$ cat src/rtl/comma_deskew_pkg.sv
package comma_deskew_pkg;
   typedef enum logic {
      ST_HUNT = 1'b0,
      ST_LOCK = 1'b1
   } dsk_state_e;
endpackage

$ cat src/rtl/deskew_lane_fifo.sv
module deskew_lane_fifo #(
   parameter int DW    = 8,
   parameter int DEPTH = 32
) (
   input  logic          clk,
   input  logic          rst_n,
   input  logic          flush,
   input  logic [DW+1:0] wr_word,
   input  logic          pop,
   output logic [DW+1:0] head_word,
   output logic          head_vld
);
   localparam int PW = (DEPTH > 1) ? $clog2(DEPTH) : 1;
   localparam int WW = DW + 2;

   logic [WW-1:0] mem [DEPTH];
   logic [PW-1:0] wp, rp;
   logic [PW:0]   cnt;
   logic          do_wr, do_rd;

   function automatic logic [PW-1:0] nxt(input logic [PW-1:0] p);
      return (p == PW'(DEPTH - 1)) ? '0 : p + 1'b1;
   endfunction

   assign do_wr = !flush && (cnt != (PW+1)'(DEPTH));
   assign do_rd = !flush && pop && (cnt != '0);

   always_ff @(posedge clk) begin
      if (do_wr) mem[wp] <= wr_word;
   end

   always_ff @(posedge clk) begin
      if (!rst_n || flush) begin
         wp  <= '0;
         rp  <= '0;
         cnt <= '0;
      end else begin
         if (do_wr) wp <= nxt(wp);
         if (do_rd) rp <= nxt(rp);
         cnt <= cnt + (PW+1)'(do_wr) - (PW+1)'(do_rd);
      end
   end

   assign head_word = mem[rp];
   assign head_vld  = (cnt != '0);
endmodule

$ cat src/rtl/deskew_ctrl.sv
module deskew_ctrl
   import comma_deskew_pkg::*;
#(
   parameter int LANES      = 4,
   parameter int SKEW_LIMIT = 24
) (
   input  logic             clk,
   input  logic             rst_n,
   input  logic             bypass,
   input  logic [LANES-1:0] head_vld,
   input  logic [LANES-1:0] head_comma,
   output logic [LANES-1:0] pop,
   output logic             flush,
   output logic             load_out,
   output logic             aligned,
   output logic             skew_err
);
   localparam int CW = $clog2(SKEW_LIMIT + 1);

   dsk_state_e state;
   logic [CW-1:0] wait_cnt;
   logic all_c, any_c, locked, mism, partial, timeout, take;

   always_comb begin
      all_c    = &(head_vld & head_comma);
      any_c    = |(head_vld & head_comma);
      locked   = (state == ST_LOCK);
      mism     = locked && any_c && !all_c;
      partial  = !locked && any_c && !all_c;
      timeout  = !bypass && partial && (wait_cnt == CW'(SKEW_LIMIT));
      take     = locked ? !mism : all_c;
      pop      = bypass ? '0 : (take ? '1 : (head_vld & ~head_comma));
      load_out = !bypass && take;
      flush    = bypass || timeout;
   end

   always_ff @(posedge clk) begin
      if (!rst_n) begin
         state    <= ST_HUNT;
         wait_cnt <= '0;
         skew_err <= 1'b0;
      end else begin
         state    <= (!bypass && !timeout && take) ? ST_LOCK : ST_HUNT;
         wait_cnt <= (!bypass && partial && !timeout) ? wait_cnt + 1'b1 : '0;
         skew_err <= timeout;
      end
   end

   assign aligned = (state == ST_LOCK);
endmodule

$ cat src/rtl/comma_deskew.sv
module comma_deskew #(
   parameter int LANES      = 4,
   parameter int DW         = 8,
   parameter int SKEW_LIMIT = 24,
   parameter int DEPTH      = 32
) (
   input  logic                clk,
   input  logic                rst_n,
   input  logic                bypass,
   input  logic [LANES*DW-1:0] lane_data,
   input  logic [LANES-1:0]    lane_k,
   input  logic [LANES-1:0]    lane_comma,
   output logic [LANES*DW-1:0] out_data,
   output logic [LANES-1:0]    out_k,
   output logic [LANES-1:0]    out_comma,
   output logic                aligned,
   output logic                skew_err
);
   localparam int WW = DW + 2;

   if (LANES < 2) begin : g_bad_lanes
      $error("comma_deskew: LANES must be at least 2");
   end
   if (DEPTH < SKEW_LIMIT + 2) begin : g_bad_depth
      $error("comma_deskew: DEPTH must exceed SKEW_LIMIT + 1");
   end

   logic [LANES-1:0]    head_vld, head_comma, pop;
   logic                flush, load_out;
   logic [LANES*DW-1:0] q_data;
   logic [LANES-1:0]    q_k, q_comma;
   logic [WW-1:0]       head_w [LANES];

   for (genvar g = 0; g < LANES; g++) begin : g_lane
      deskew_lane_fifo #(.DW(DW), .DEPTH(DEPTH)) fifo_i (
         .clk       (clk),
         .rst_n     (rst_n),
         .flush     (flush),
         .wr_word   ({lane_comma[g], lane_k[g], lane_data[g*DW +: DW]}),
         .pop       (pop[g]),
         .head_word (head_w[g]),
         .head_vld  (head_vld[g])
      );
      assign head_comma[g] = head_w[g][WW-1];

      always_ff @(posedge clk) begin
         if (!rst_n) begin
            q_data[g*DW +: DW] <= '0;
            q_k[g]             <= 1'b0;
            q_comma[g]         <= 1'b0;
         end else if (load_out) begin
            q_data[g*DW +: DW] <= head_w[g][DW-1:0];
            q_k[g]             <= head_w[g][DW];
            q_comma[g]         <= head_w[g][WW-1];
         end
      end
   end

   deskew_ctrl #(.LANES(LANES), .SKEW_LIMIT(SKEW_LIMIT)) ctrl_i (
      .clk        (clk),
      .rst_n      (rst_n),
      .bypass     (bypass),
      .head_vld   (head_vld),
      .head_comma (head_comma),
      .pop        (pop),
      .flush      (flush),
      .load_out   (load_out),
      .aligned    (aligned),
      .skew_err   (skew_err)
   );

   assign out_data  = bypass ? lane_data  : q_data;
   assign out_k     = bypass ? lane_k     : q_k;
   assign out_comma = bypass ? lane_comma : q_comma;
endmodule

$ cat config.mk
export PLATFORM = sky130hd
export DESIGN_NAME = comma_deskew
export DESIGN_NICKNAME = d
export VERILOG_FILES = /design/src/rtl/comma_deskew_pkg.sv /design/src/rtl/deskew_lane_fifo.sv /design/src/rtl/deskew_ctrl.sv /design/src/rtl/comma_deskew.sv
export SDC_FILE = /design/constraint.sdc
export NUM_CORES = 2
export LEC_CHECK = 0
export ABC_AREA = 1
export ABC_CLOCK_PERIOD_IN_PS = 4200
export BUFFER_PORTS_ARGS = -buffer_cell sky130_fd_sc_hd__buf_2
export CAP_MARGIN = 20
export CORE_ASPECT_RATIO = 0.75
export CORE_MARGIN = 2
export CORE_UTILIZATION = 45
export DETAILED_ROUTE_END_ITERATION = 10
export HOLD_SLACK_MARGIN = 0.05
export PLACE_DENSITY = 0.69
export SLEW_MARGIN = 25
export SYNTH_ARGS = -nofsm -noshare
export SYNTH_HDL_FRONTEND = slang
export SYNTH_HIERARCHICAL = 1
export SYNTH_SLANG_ARGS = --single-unit
$ cat constraint.sdc
create_clock -name clk -period 4.2 [get_ports clk]
set_input_delay 0.63 -clock clk [delete_from_list [all_inputs] [get_ports clk]]
set_output_delay 0.63 -clock clk [all_outputs]
set_load 0.05 [all_outputs]
==> impl_metrics.json <==
{
  "final_area_sq_um": 66680,
  "seq_area_sq_um": 41080,
  "numCtsBuffers": 139,
  "setup-tns-final_ns": 0,
  "io_buffers": 84,
  "power_per_cell_area_nw_per_um2": 428.8,
  "yosysTopAreaCell": "edfxtp_1",
  "grtUsageTotal_pct": 21.83,
  "htree_levels": 4,
  "endpoint_kind": "flip-flop",
  "fin_crit_ns": 3.848,
  "grt_max_degree": 75,
  "hpwl_mm": 93.34,
  "drc": 0,
  "r2r_slack_ns": 0.35,
  "slew_headroom_pct": 40.46,
  "setup_viol": 0,
  "synthFlopType": "edfxtp_1",
  "synth_edf_count": 1280,
  "final_nets": 5815,
  "yosys_warnings": 6,
  "die_w_um": 423.4,
  "postRouteAntennaNets": 0,
  "worst-setup-path-type": "reg2reg",
  "ir_worst_vdd_mv": 0.4440,
  "whs_ns": 0.2443,
  "ys_seq_elements": 1411,
  "synth_area_per_cell_sq_um": 10.79,
  "cp_data_required_time_ns": 4.84,
  "status": "finished, final reports clean",
  "grt_pass1_wl_mm": 227.6,
  "die_area_sq_um": 134900,
  "num-fill-cells": 11380,
  "cp.arrival_ns": 4.49,
  "start_util_pct": 45.29,
  "ys_types": 32,
  "dr.first_iter.drc_count": 4571,
  "synthCells": 5499,
  "antenna_found_initial": 5,
  "fin_crit_sh_pct": 91.62,
  "power.total_mw": 28.59,
  "synth_fp_nets": 5608,
  "clock_path_buffers": 3,
  "hp-class": "in2reg",
  "placed_cell_area_sq_um": 62220,
  "fin_cells": 7564,
  "cp-start-kind": "flip-flop",
  "postCtsHoldBufs": 0,
  "synth-seq-area-share_pct": 69.17,
  "synth_common_cells": "nand2_1 (2019), edfxtp_1 (1280), nand3_1 (1002)",
  "clock_latency_ns": 0.77,
  "skew_ns": 0.02979,
  "synth_top_area_share_pct": 64.75,
  "wl_per_cell_um": 19.64,
  "totalWireLength_mm": 148.5,
  "slew_viol_final": 0,
  "synthArstFlopShare_pct": 0,
  "multi_input_area_sq_um": 15690,
  "path_clk_slew_ns": 0.06,
  "rsz0062_at_grt": "no",
  "leakage_nw": 24.93,
  "synth_most_common_cell": "nand2_1",
  "grt_overflow": 0,
  "place_congestion": 0.9109,
  "grt_pass1_vias": 38265,
  "worst_pin_slew_ns": 0.8931,
  "clock-sinks": 1411,
  "drive_gt1_share_pct": 9.952,
  "die_h_um": 318.5,
  "cts_root_buf": "clkbuf_16",
  "ios": 85,
  "area_growth_syn_to_layout_pct": 12.33,
  "dp.cells": 7310,
  "core_area_sq_um": 131100,
  "cts_tree": "yes",
  "cp_max_fo": 32,
  "yosys-top-cells-area": "edfxtp_1 (65%), nand2_1 (13%), nand3_1 (8.4%)",
  "drtPass1Iterations": 6,
  "hold_start": "lane_data[26]",
  "num_rows": 115,
  "viasPerCell": 5.342,
  "vias": 40409,
  "max_cap_violations": 0,
  "netlist_area_sq_um": 59360,
  "report.final.hold_viol_count": 0,
  "fmax_ghz": 0.2599
}
-- registers in the layout, indices dropped and copies added (netlist names), named ones only --
register / count
ctrl_i/wait_cnt: 5
g_lane.fifo_i/cnt: 24
g_lane.fifo_i/wp: 20
ctrl_i/skew_err: 1
q_comma: 4
g_lane.fifo_i/mem: 1280
g_lane.fifo_i/rp: 20
ctrl_i/aligned: 1
q_k: 4
q_data: 32
-- placed cells by master (no fill, tap or decap), types with 9 or more instances in the layout --
cell type,instances
o21ai_1,15
dfxtp_1,123
nand3_1,1001
nand2_1,2015
buf_4,263
nor2_1,294
clkbuf_1,30
nand4_1,24
clkbuf_16,146
nor3_1,11
o21ai_0,68
clkinv_2,22
inv_6,9
buf_2,83
inv_1,198
a21oi_1,55
xor2_1,11
edfxtp_1,1280
clkinv_1,28
ha_1,62
-- worst max-delay path: stages, from the launching register on --
cell and delay (ns):
dfxtp_4 0.49, inv_8 0.13, nand2_1 0.09, nand3_1 0.07, nand3_1 0.10, nand2_1 0.08, nand2_1 0.06, nand2_1 0.06
nand2_1 0.07, nand2_2 0.14, nand2_1 0.11, nand2_1 0.06, nor2_1 0.16, nor2_2 0.07, nand3_1 0.13, nand2_4 0.12
inv_2 0.13, nand2_1 0.08, nand3_1 0.14, o21ai_0 0.12, ha_1 0.25, fa_1 0.42, nand2_1 0.08, inv_1 0.05
o21ai_0 0.17, nand2_1 0.09, o21ai_0 0.17, a21oi_1 0.06
-- layout make-up --
type | count | area share, %
Antenna cell | 1 | 0.003753
Clock buffer | 177 | 5.635
Clock inverter | 66 | 0.7938
Inverter | 215 | 1.270
Multi-Input combinational cell | 3583 | 23.53
Sequential cell | 1411 | 61.61
Tap cell | 1755 | 3.293
Timing Repair Buffer | 356 | 3.860
-- path summary, 6_finish.rpt --
check	end	depth (start not counted)
setup reg to reg	g_lane[1].fifo_i/cnt[4]	27
hold reg to reg	ctrl_i/wait_cnt[0]	1
setup / recovery	g_lane[1].fifo_i/cnt[4]	27
hold / removal	g_lane[3].fifo_i/mem[30][2]	1
-- kinds of logic (layout without fill, tap and decap cells) --
kind of cell,Yosys count,count (layout),synth area share [%]
AND/OR/NAND/NOR,3359,3359,23.52
flip-flops,1411,1411,69.17
buffers and inverters,505,814,4.433
AO/OA/AOI/OAI,146,146,1.256
adder cells (fa/ha/maj),66,66,1.442
XOR/XNOR,12,12,0.1771
other,0,1,0
-- power by group --
part           switching, mW  internal [mW]  leakage, nW
logic                  0.928          0.284         10.2
clock network           5.19           6.75         2.09
registers             0.0385           15.4         12.6
total                   6.16           22.4         24.9
-- metal layers --
metal,vias up,share of wire (%),track usage (%)
met5,-,0.020,0
met4,6,2.5,6.635
met3,229,9.5,5.358
met2,1639,44,32.21
met1,19368,44,31.89
li1,19167,-,-
-- stage by stage --
stage / setup slack (ns) / utilization, %
4_1_cts: 0.04972 / 50.74
5_1_grt: 0.005338 / 50.87
3_3_place_gp: 0.2717 / 47.47
2_1_floorplan: 0.7485 / -
3_5_place_dp: 0.08964 / 47.47
6_report: 0.3519 / 50.87
-- what timing repair did --
action,4_1_cts,5_1_grt
gates resized for setup,0,27
endpoints found under the setup margin,0,286
setup buffers,0,8
Note: power is estimated with default switching activity, not from simulation.
